==> src/rtl/irdec_pkg.sv <==
package irdec_pkg;
   typedef enum logic [2:0] {
      ST_IDLE,    // wait for the line to be high
      ST_ARMED,   // wait for the first falling edge
      ST_START1,  // wait for the rising edge at the second start cell
      ST_START2,  // wait for the falling edge in the middle of the second start cell
      ST_SAMPLE,  // wait for the sample point of a data cell
      ST_EDGE     // wait for the mid-cell transition
   } irdec_state_e;
endpackage

==> src/rtl/irdec_sync.sv <==
module irdec_sync #(
   parameter int STAGES = 2
) (
   input  logic clk_i,
   input  logic rst_ni,
   input  logic line_ni,
   output logic level_o,
   output logic rise_o,
   output logic fall_o
);
   logic [STAGES-1:0] chain;
   logic              prev;

   for (genvar g = 0; g < STAGES; g++) begin : g_stage
      if (g == 0) begin : g_first
         always_ff @(posedge clk_i or negedge rst_ni) begin
            if (!rst_ni) chain[g] <= 1'b1;
            else         chain[g] <= line_ni;
         end
      end else begin : g_next
         always_ff @(posedge clk_i or negedge rst_ni) begin
            if (!rst_ni) chain[g] <= 1'b1;
            else         chain[g] <= chain[g-1];
         end
      end
   end

   always_ff @(posedge clk_i or negedge rst_ni) begin
      if (!rst_ni) prev <= 1'b1;
      else         prev <= chain[STAGES-1];
   end

   assign level_o = chain[STAGES-1];
   assign rise_o  = chain[STAGES-1] & ~prev;
   assign fall_o  = ~chain[STAGES-1] & prev;
endmodule

==> src/rtl/irdec_tick.sv <==
module irdec_tick #(
   parameter int DIV     = 256,
   parameter int TMR_W   = 6,
   parameter int TMR_MAX = 35
) (
   input  logic             clk_i,
   input  logic             rst_ni,
   input  logic             restart_i,
   output logic [TMR_W-1:0] ticks_o
);
   logic tick;

   if (DIV == 1) begin : g_nodiv
      assign tick = ~restart_i;
   end else begin : g_div
      localparam int PW = $clog2(DIV);
      logic [PW-1:0] pre;
      always_ff @(posedge clk_i or negedge rst_ni) begin
         if (!rst_ni)                 pre <= '0;
         else if (restart_i)          pre <= '0;
         else if (pre == PW'(DIV-1))  pre <= '0;
         else                         pre <= pre + 1'b1;
      end
      assign tick = (pre == PW'(DIV-1)) & ~restart_i;
   end

   always_ff @(posedge clk_i or negedge rst_ni) begin
      if (!rst_ni)                                    ticks_o <= '0;
      else if (restart_i)                             ticks_o <= '0;
      else if (tick && ticks_o != TMR_W'(TMR_MAX))    ticks_o <= ticks_o + 1'b1;
   end
endmodule

==> src/rtl/irdec_fsm.sv <==
module irdec_fsm
   import irdec_pkg::*;
#(
   parameter int SYS_W    = 5,
   parameter int CMD_W    = 6,
   parameter int TMR_W    = 6,
   parameter int SAMPLE_T = 21,
   parameter int LIMIT_T  = 35
) (
   input  logic               clk_i,
   input  logic               rst_ni,
   input  logic               en_i,
   input  logic               level_i,
   input  logic               rise_i,
   input  logic               fall_i,
   input  logic [TMR_W-1:0]   ticks_i,
   output logic               restart_o,
   output logic [SYS_W-1:0]   sys_o,
   output logic [CMD_W+1:0]   cmd_o,
   output logic               valid_o,
   output logic               fault_o
);
   localparam int NBITS = 1 + SYS_W + CMD_W;
   localparam int CNT_W = $clog2(NBITS + 1);

   irdec_state_e       state;
   logic [CNT_W-1:0]   bitcnt;
   logic [NBITS-1:0]   shreg;
   logic               want_fall;
   logic               edge_ok, at_sample, at_limit, abort_now, done_now;

   assign edge_ok   = want_fall ? fall_i : rise_i;
   assign at_sample = ticks_i >= TMR_W'(SAMPLE_T);
   assign at_limit  = ticks_i >= TMR_W'(LIMIT_T);

   always_comb begin
      restart_o = 1'b0;
      abort_now = 1'b0;
      done_now  = 1'b0;
      if (en_i) begin
         case (state)
            ST_ARMED:  restart_o = fall_i;
            ST_START1: abort_now = ~rise_i & at_sample;
            ST_START2: begin
               restart_o = fall_i;
               abort_now = ~fall_i & at_limit;
            end
            ST_EDGE: begin
               restart_o = edge_ok;
               abort_now = ~edge_ok & at_limit;
               done_now  = edge_ok & (bitcnt == CNT_W'(1));
            end
            default: ;
         endcase
      end
   end

   always_ff @(posedge clk_i or negedge rst_ni) begin
      if (!rst_ni) begin
         state     <= ST_IDLE;
         bitcnt    <= '0;
         shreg     <= '0;
         want_fall <= 1'b0;
         sys_o     <= '0;
         cmd_o     <= '0;
         valid_o   <= 1'b0;
         fault_o   <= 1'b0;
      end else begin
         valid_o <= 1'b0;
         fault_o <= 1'b0;
         if (!en_i) begin
            state <= ST_IDLE;
         end else if (abort_now) begin
            sys_o   <= '1;
            cmd_o   <= '1;
            fault_o <= 1'b1;
            state   <= ST_IDLE;
         end else if (done_now) begin
            sys_o   <= shreg[CMD_W +: SYS_W];
            cmd_o   <= {1'b0, shreg[NBITS-1], shreg[CMD_W-1:0]};
            valid_o <= 1'b1;
            state   <= ST_IDLE;
         end else begin
            case (state)
               ST_IDLE:   if (level_i) state <= ST_ARMED;
               ST_ARMED:  if (fall_i)  state <= ST_START1;
               ST_START1: if (rise_i)  state <= ST_START2;
               ST_START2: if (fall_i) begin
                  bitcnt <= CNT_W'(NBITS);
                  state  <= ST_SAMPLE;
               end
               ST_SAMPLE: if (at_sample) begin
                  shreg     <= {shreg[NBITS-2:0], level_i};
                  want_fall <= level_i;
                  state     <= ST_EDGE;
               end
               ST_EDGE: if (edge_ok) begin
                  bitcnt <= bitcnt - 1'b1;
                  state  <= ST_SAMPLE;
               end
               default: state <= ST_IDLE;
            endcase
         end
      end
   end
endmodule

==> src/rtl/ir_frame_decoder.sv <==
module ir_frame_decoder #(
   parameter int TICK_DIV    = 256,
   parameter int BIT_TICKS   = 28,
   parameter int SYS_W       = 5,
   parameter int CMD_W       = 6,
   parameter int SYNC_STAGES = 2
) (
   input  logic               clk_i,
   input  logic               rst_ni,
   input  logic               en_i,
   input  logic               ir_ni,
   output logic [SYS_W-1:0]   sys_o,
   output logic [CMD_W+1:0]   cmd_o,
   output logic               valid_o,
   output logic               fault_o
);
   localparam int HALF_T   = BIT_TICKS / 2;
   localparam int SAMPLE_T = HALF_T + BIT_TICKS / 4;
   localparam int LIMIT_T  = HALF_T + (3 * BIT_TICKS) / 4;
   localparam int TMR_W    = $clog2(LIMIT_T + 1);
   localparam int OCMD_W   = CMD_W + 2;

   initial begin
      assert (BIT_TICKS >= 8 && BIT_TICKS % 4 == 0)
         else $error("BIT_TICKS must be a multiple of 4, at least 8");
      assert (SYNC_STAGES >= 2) else $error("SYNC_STAGES must be at least 2");
      assert (TICK_DIV >= 1 && SYS_W >= 1 && CMD_W >= 1)
         else $error("TICK_DIV, SYS_W and CMD_W must be positive");
   end

   logic             level, rise, fall, restart;
   logic [TMR_W-1:0] ticks;

   irdec_sync #(.STAGES(SYNC_STAGES)) sync_i (
      .clk_i(clk_i), .rst_ni(rst_ni), .line_ni(ir_ni),
      .level_o(level), .rise_o(rise), .fall_o(fall)
   );

   irdec_tick #(.DIV(TICK_DIV), .TMR_W(TMR_W), .TMR_MAX(LIMIT_T)) tick_i (
      .clk_i(clk_i), .rst_ni(rst_ni), .restart_i(restart), .ticks_o(ticks)
   );

   irdec_fsm #(
      .SYS_W(SYS_W), .CMD_W(CMD_W), .TMR_W(TMR_W),
      .SAMPLE_T(SAMPLE_T), .LIMIT_T(LIMIT_T)
   ) fsm_i (
      .clk_i(clk_i), .rst_ni(rst_ni), .en_i(en_i),
      .level_i(level), .rise_i(rise), .fall_i(fall), .ticks_i(ticks),
      .restart_o(restart), .sys_o(sys_o), .cmd_o(cmd_o),
      .valid_o(valid_o), .fault_o(fault_o)
   );
endmodule

==> config.mk <==
export PLATFORM = sky130hd
export DESIGN_NAME = ir_frame_decoder
export DESIGN_NICKNAME = d
export VERILOG_FILES = /design/src/rtl/irdec_pkg.sv /design/src/rtl/irdec_sync.sv /design/src/rtl/irdec_tick.sv /design/src/rtl/irdec_fsm.sv /design/src/rtl/ir_frame_decoder.sv
export SDC_FILE = /design/constraint.sdc
export NUM_CORES = 1
export LEC_CHECK = 0
export BUFFER_PORTS_ARGS = -buffer_cell sky130_fd_sc_hd__buf_4
export CORE_ASPECT_RATIO = 1.5
export CORE_UTILIZATION = 45
export DETAILED_ROUTE_END_ITERATION = 12
export PLACE_DENSITY_LB_ADDON = 0.08
export SETUP_SLACK_MARGIN = 0.5
export SLEW_MARGIN = 20
export SYNTH_ARGS = -nofsm -noshare
export SYNTH_HDL_FRONTEND = slang
export SYNTH_SLANG_ARGS = --single-unit
==> constraint.sdc <==
create_clock -name clk_i -period 5.6 [get_ports clk_i]
set_input_delay 0 -clock clk_i [delete_from_list [all_inputs] [get_ports clk_i]]
set_output_delay 0 -clock clk_i [all_outputs]
set_load 0.01 [all_outputs]
### After elaboration in Yosys (flattened, before gate mapping)

Index checks and enable logic that the tools add are counted.

* flip-flop bits (word level): 52
* bits in latches: 0
* RAM bits: 0
* memory bits (read-only): 0
* bits of input ports: 4
* output and inout bits: 15
* word-level logic and storage cells: 92
* memories: 0

* $add $sub $neg: 3
* multiply operators: 0
* divide/modulo/power cells: 0
* $lt $le $gt $ge: 2
* equality and inequality tests: 16
* shifts and indexed selects: 0
* muxes and demuxes: 33
* bitwise logic cells: 15
* reduce and logical (&&, ||, !) cells: 10

Operators by type and width (number)
* $mux 8: 4
* $mux 3: 9
* $ne 5x2->1 const B: 5
* $pmux 3 s6: 1
* $mux 6: 2
* $reduce_and 6->1: 2
* $mux 1: 10
* $mux 5: 2
* $add 8x1->8 const B: 1
* $eq 8x8->1 const B: 1
* $mux 4: 2
* $not 1->1: 8
* $pmux 4 s2: 1
* $and 1x1->1: 7
* $add 6x1->6 const B: 1
* $eq 3x2->1 const B: 2
* $eq 3x3->1 const B: 2
* $ge 6x5->1 const B: 1
* $ge 6x6->1 const B: 1
* $ne 6x6->1 const B: 1
* $reduce_bool 2->1: 3
* $ne 5x3->1 const B: 1
* $reduce_and 5->1: 1
* $eq 4x1->1 const B: 1
* 9 further kinds: 10

### Logic depth before layout (Yosys ltp)

* depth in word-level cells: 10
* depth in mapped cells: 8
* gate-level depth less buffers: 7

### By module

A second synthesis with hierarchy kept.

* cells, all modules: 218
* area, all modules: 2623.8 um2

By module, submodules not included
* irdec_fsm: times used 1, cells each 140, area each 1774.2 um2, seq. area each 850.8 um2
* irdec_tick: times used 1, cells each 73, area each 755.7 um2, seq. area each 350.3 um2
* irdec_sync: times used 1, cells each 5, area each 93.8 um2, seq. area each 78.8 um2

### Least setup slack after synthesis

OpenSTA, ideal clock, no wires.

* kind: register to register
* from: register sync_i.chain[1], in the netlist sync_i.level_o
* to: register fsm_i.shreg[10]
* library setup time: 0.125 ns
* data arrival time: 2.127 ns
* data required time: 5.475 ns
* path slack: 3.348 ns
* cell stages (with the launch flop): 7
* buffers on the path: 1
* period minus slack after synthesis: 2.252 ns
* cells stage by stage: dfstp_2 -> or3b_4 -> a21o_1 -> a211oi_4 -> nand4b_4 -> buf_6 -> mux2_4

* cells in the longest elaborated chain, start to end: 9
* elaborated cells on any way between the ends: 18
* classes of those cells: 5 x mux; 12 x bitwise; 1 x reduce/logical

Ends and longest elaborated chain
* start, declared: line irdec_sync.sv:11 `logic [STAGES-1:0] chain;`
* start signal, assigned by index: line irdec_sync.sv:23 `else chain[g] <= chain[g-1];`
* $not 1->1: line irdec_sync.sv:35 `assign fall_o = ~chain[STAGES-1] & prev;`
* $and 1x1->1: line irdec_sync.sv:35
* $mux 1: line irdec_fsm.sv:32 `assign edge_ok = want_fall ? fall_i : rise_i;`
* $not 1->1: line irdec_fsm.sv:50 `abort_now = ~edge_ok & at_limit;`
* $and 1x1->1: line irdec_fsm.sv:50
* $pmux 1 s3: line irdec_fsm.sv:41 `case (state)`
* $mux 1: line irdec_fsm.sv:40 `if (en_i) begin`
* $not 1->1 (no line)
* $reduce_and 5->1 (no line) (*)
* end signal, assigned: line irdec_fsm.sv:93 `shreg <= {shreg[NBITS-2:0], level_i};`
* end, declared: line irdec_fsm.sv:28 `logic [NBITS-1:0] shreg;`

Mark *: on every way between the ends. The rest lies on a longest branch, timed or not.
A chain may end at the register's enable or synchronous reset.

### Final worst setup path

* from: register sync_i.chain[1], in the netlist sync_i.level_o
* to: register fsm_i.shreg[1]

Same word-level chain as after synthesis.

==> results by group <==
Synthesis
  – Ys Warns: 0
  – Synth Flop Type: dfrtp_1
  – Cell Area, Synth: between 2000 and 2500 um^2
  – Dominant cells by area after synthesis: dfrtp_1 49%, mux2_4 6.1%, mux2i_1 5.7%, nand2_1 3.5%, dfstp_2 3.2%
  – Number of flops mapped to enable cells by yosys: 0
  – Post-synth top area cell: dfrtp_1
  – Synth cell types: 44
  – Avg Cell Area, Syn: 11.4 um^2
  – Mapped Nets: 225
  – Area share of the largest cell type after synthesis: roughly 49%
  – Seq/Total Area, Yosys: 52.1%
  – Asr flop ratio synth: 100%
  – Mapped Cells: between 200 and 250
  – FF+latch count, synth: 51

Finish
  – Final core utilization: 52.8%
  – Most frequent cells in the layout: 48 x dfrtp_1, 23 x nand2_1, 20 x nor2_1
  – Multi-input gate area: approximately 1100 um^2
  – Sequential cell area: 1280 um^2
  – Synth-to-layout area growth: 11.9%
  – Layout fillers: 502
  – Ant. Diodes: 0
  – Most common library cell in the layout ignoring fill and taps: dfrtp_1
  – Fraction of layout cells with a size suffix above 1: 19.1%
  – Nets: between 200 and 250

STA
  – Tcrit/Tclk final: 44.6%
  – Fmax: 400 MHz
  – RSZ-0062 raised after global routing: no
  – Final setup viols: 0
  – Final Skew: 0.00704 ns
  – Endpoints failing hold: 0
  – Max-Slew Margin vs Limit: 34.7%
  – Worst slew pin tran: approximately 0.97 ns
  – Slew Viols, Final: 0
  – Fin crit period: 2.50 ns
  – Fin Setup TNS: 0 ns

Global routing
  – Pin count of the biggest net entering global routing: 52
  – First-pass GRT wire length: 7330 um
  – Vias in the first global route: about 1700
  – GRT overflow: 0
  – GRT Util Overall: 16.0%
  – Antenna violations before repair: 0

Die
  – Die height: 92.5 um
  – Die area: 5760 um^2
  – Initial core utilization: a little under half
  – Area of the core: 5200 um^2
  – Num rows: 32
  – Die Width: 62.3 um
  – Boundary pin count: 19

Routing
  – Post-DR vias/cell: 5.26
  – Drt total wl: 4270 um
  – Initial DRC count: 75
  – DRT Pass-1 Iters: 4
  – DRC Markers: 0
  – Final ANT Viol Nets: 0
  – DR vias: 1593
  – Drt wl/cell: 14.1 um

Clock network
  – CTS HTree Levels: 2
  – Worst-path clk slew: 0.09 ns
  – Clk sinks: 51
  – Num CTS Buffers: 5
  – TritonCTS clock tree: built
  – Root Driver: clkbuf_8
  – Post-CTS setup buffer count: 0
  – Clk Latency, worst-skew pair: 0.30 ns
  – Bufs on Longest Clock Path: 2

Critical path
  – Crit Path Max Fanout: 12
  – Critical path type: flip-flop to flip-flop
  – Critical Path Source Type: flip-flop
  – CP arrival: between 2 and 3 ns
  – WP data required: 5.79 ns
  – Setup crit end kind: flip-flop

Place
  – Detailed Place HPWL: 3060 um
  – Port-buffer cells: 18
  – Placer Congestion: 0.876

Power
  – Power per cell area: 278 nW/um^2
  – Leakage: 1.48 nW
  – Worst VDD drop: 171 uV

Outcome
  – Status: complete, no violations

Flow run
  – Max-cap violations: 0

Hold path
  – Hold Path Class: input pin to flip-flop
-- final cells by class --
type	instances	area share (%)
sequential	51	46.6
multi-input combinational	146	39.7
inverter	10	1.37
timing repair buffer	20	5.65
clock inverter	2	0.592
tap	68	3.10
clock buffer	6	3.01
-- path summary, 6_finish.rpt --
check                                 from                 to  slack (ns)  depth (start not counted)
setup / recovery            sync_i.level_o     fsm_i.shreg[1]        3.10                          5
hold / removal                        en_i    fsm_i.bitcnt[0]        0.20                          5
setup reg to reg            sync_i.level_o     fsm_i.shreg[1]        3.10                          5
hold reg to reg            sync_i.chain[0]     sync_i.level_o        0.36                          0
max in group asynchronous           rst_ni  tick_i.ticks_o[4]        4.91                          2
min in group asynchronous           rst_ni     fsm_i.state[2]        0.26                          2
-- metrics by stage --
stage	area, um^2	hold WS [ns]	power, mW	instances	setup slack (ns)
after floorplan	2460	-0.296	0.509	215	3.35
after global placement	2630	0.0502	0.543	293	3.14
after detailed placement	2630	0.0673	0.550	293	3.09
after CTS	2750	0.188	0.779	303	3.08
after global routing	2750	0.213	0.811	303	2.98
final	2750	0.195	0.764	303	3.10
-- synth_stat cells, types with 5 or more instances --
cell / instances
xor2_1: 6
dfrtp_1: 48
xnor2_1: 6
mux2_4: 10
nand2_1: 23
mux2i_1: 14
inv_1: 9
nor2b_1: 5
ha_1: 6
nand2b_1: 7
nor2_1: 20
-- what timing repair did --
| item | CTS | global route |
|---|---|---|
| gates resized for setup | 0 | 0 |
| hold buffers | 2 | 0 |
| hold endpoints to repair | 49 | 0 |
-- where the power goes --
group | leakage (nW) | switching, mW | internal (mW)
combinational | 0.757 | 0.0511 | 0.0504
clock | 0.0474 | 0.121 | 0.101
sequential | 0.674 | 0.0344 | 0.406
total | 1.48 | 0.206 | 0.558
-- cells by family after synthesis --
kind of cell | count (synthesis) | share of synthesized area [%]
and+or+nand+nor | 79 | 16.5
AOI/OAI and AO/OA | 22 | 7.44
xor gates and xnor gates | 12 | 4.28
muxes | 27 | 13.2
buffers and inverters | 18 | 3.46
DFF | 51 | 52.1
adders and majority gates | 6 | 3.06
-- sequential cells by signal, indices dropped and copies added, names as in the netlist --
name              flops
fsm_i.shreg          12
fsm_i.valid_o         1
tick_i.ticks_o        6
fsm_i.sys_o           5
fsm_i.fault_o         1
fsm_i.state           3
sync_i.prev           1
sync_i.level_o        1
fsm_i.bitcnt          4
sync_i.chain          1
fsm_i.cmd_o           8
tick_i.g_div.pre      8
-- worst max-delay path: stages (launching register included) --
cell	delay, ns
dfstp_2	0.58
or3b_4	0.42
a21o_1	0.23
a211oi_4	0.39
nand4b_4	0.34
mux2_1	0.42
-- per-layer routing --
metal  vias to the layer above  track usage, %  wire length [um]
met5                         -               0                 0
li1                        767               -                 -
met2                        31            29.8              2330
met1                       791            17.7              1800
met4                         0            5.81                27
met3                         4            3.33               108
No activity file was read; power rests on OpenSTA's default activity.
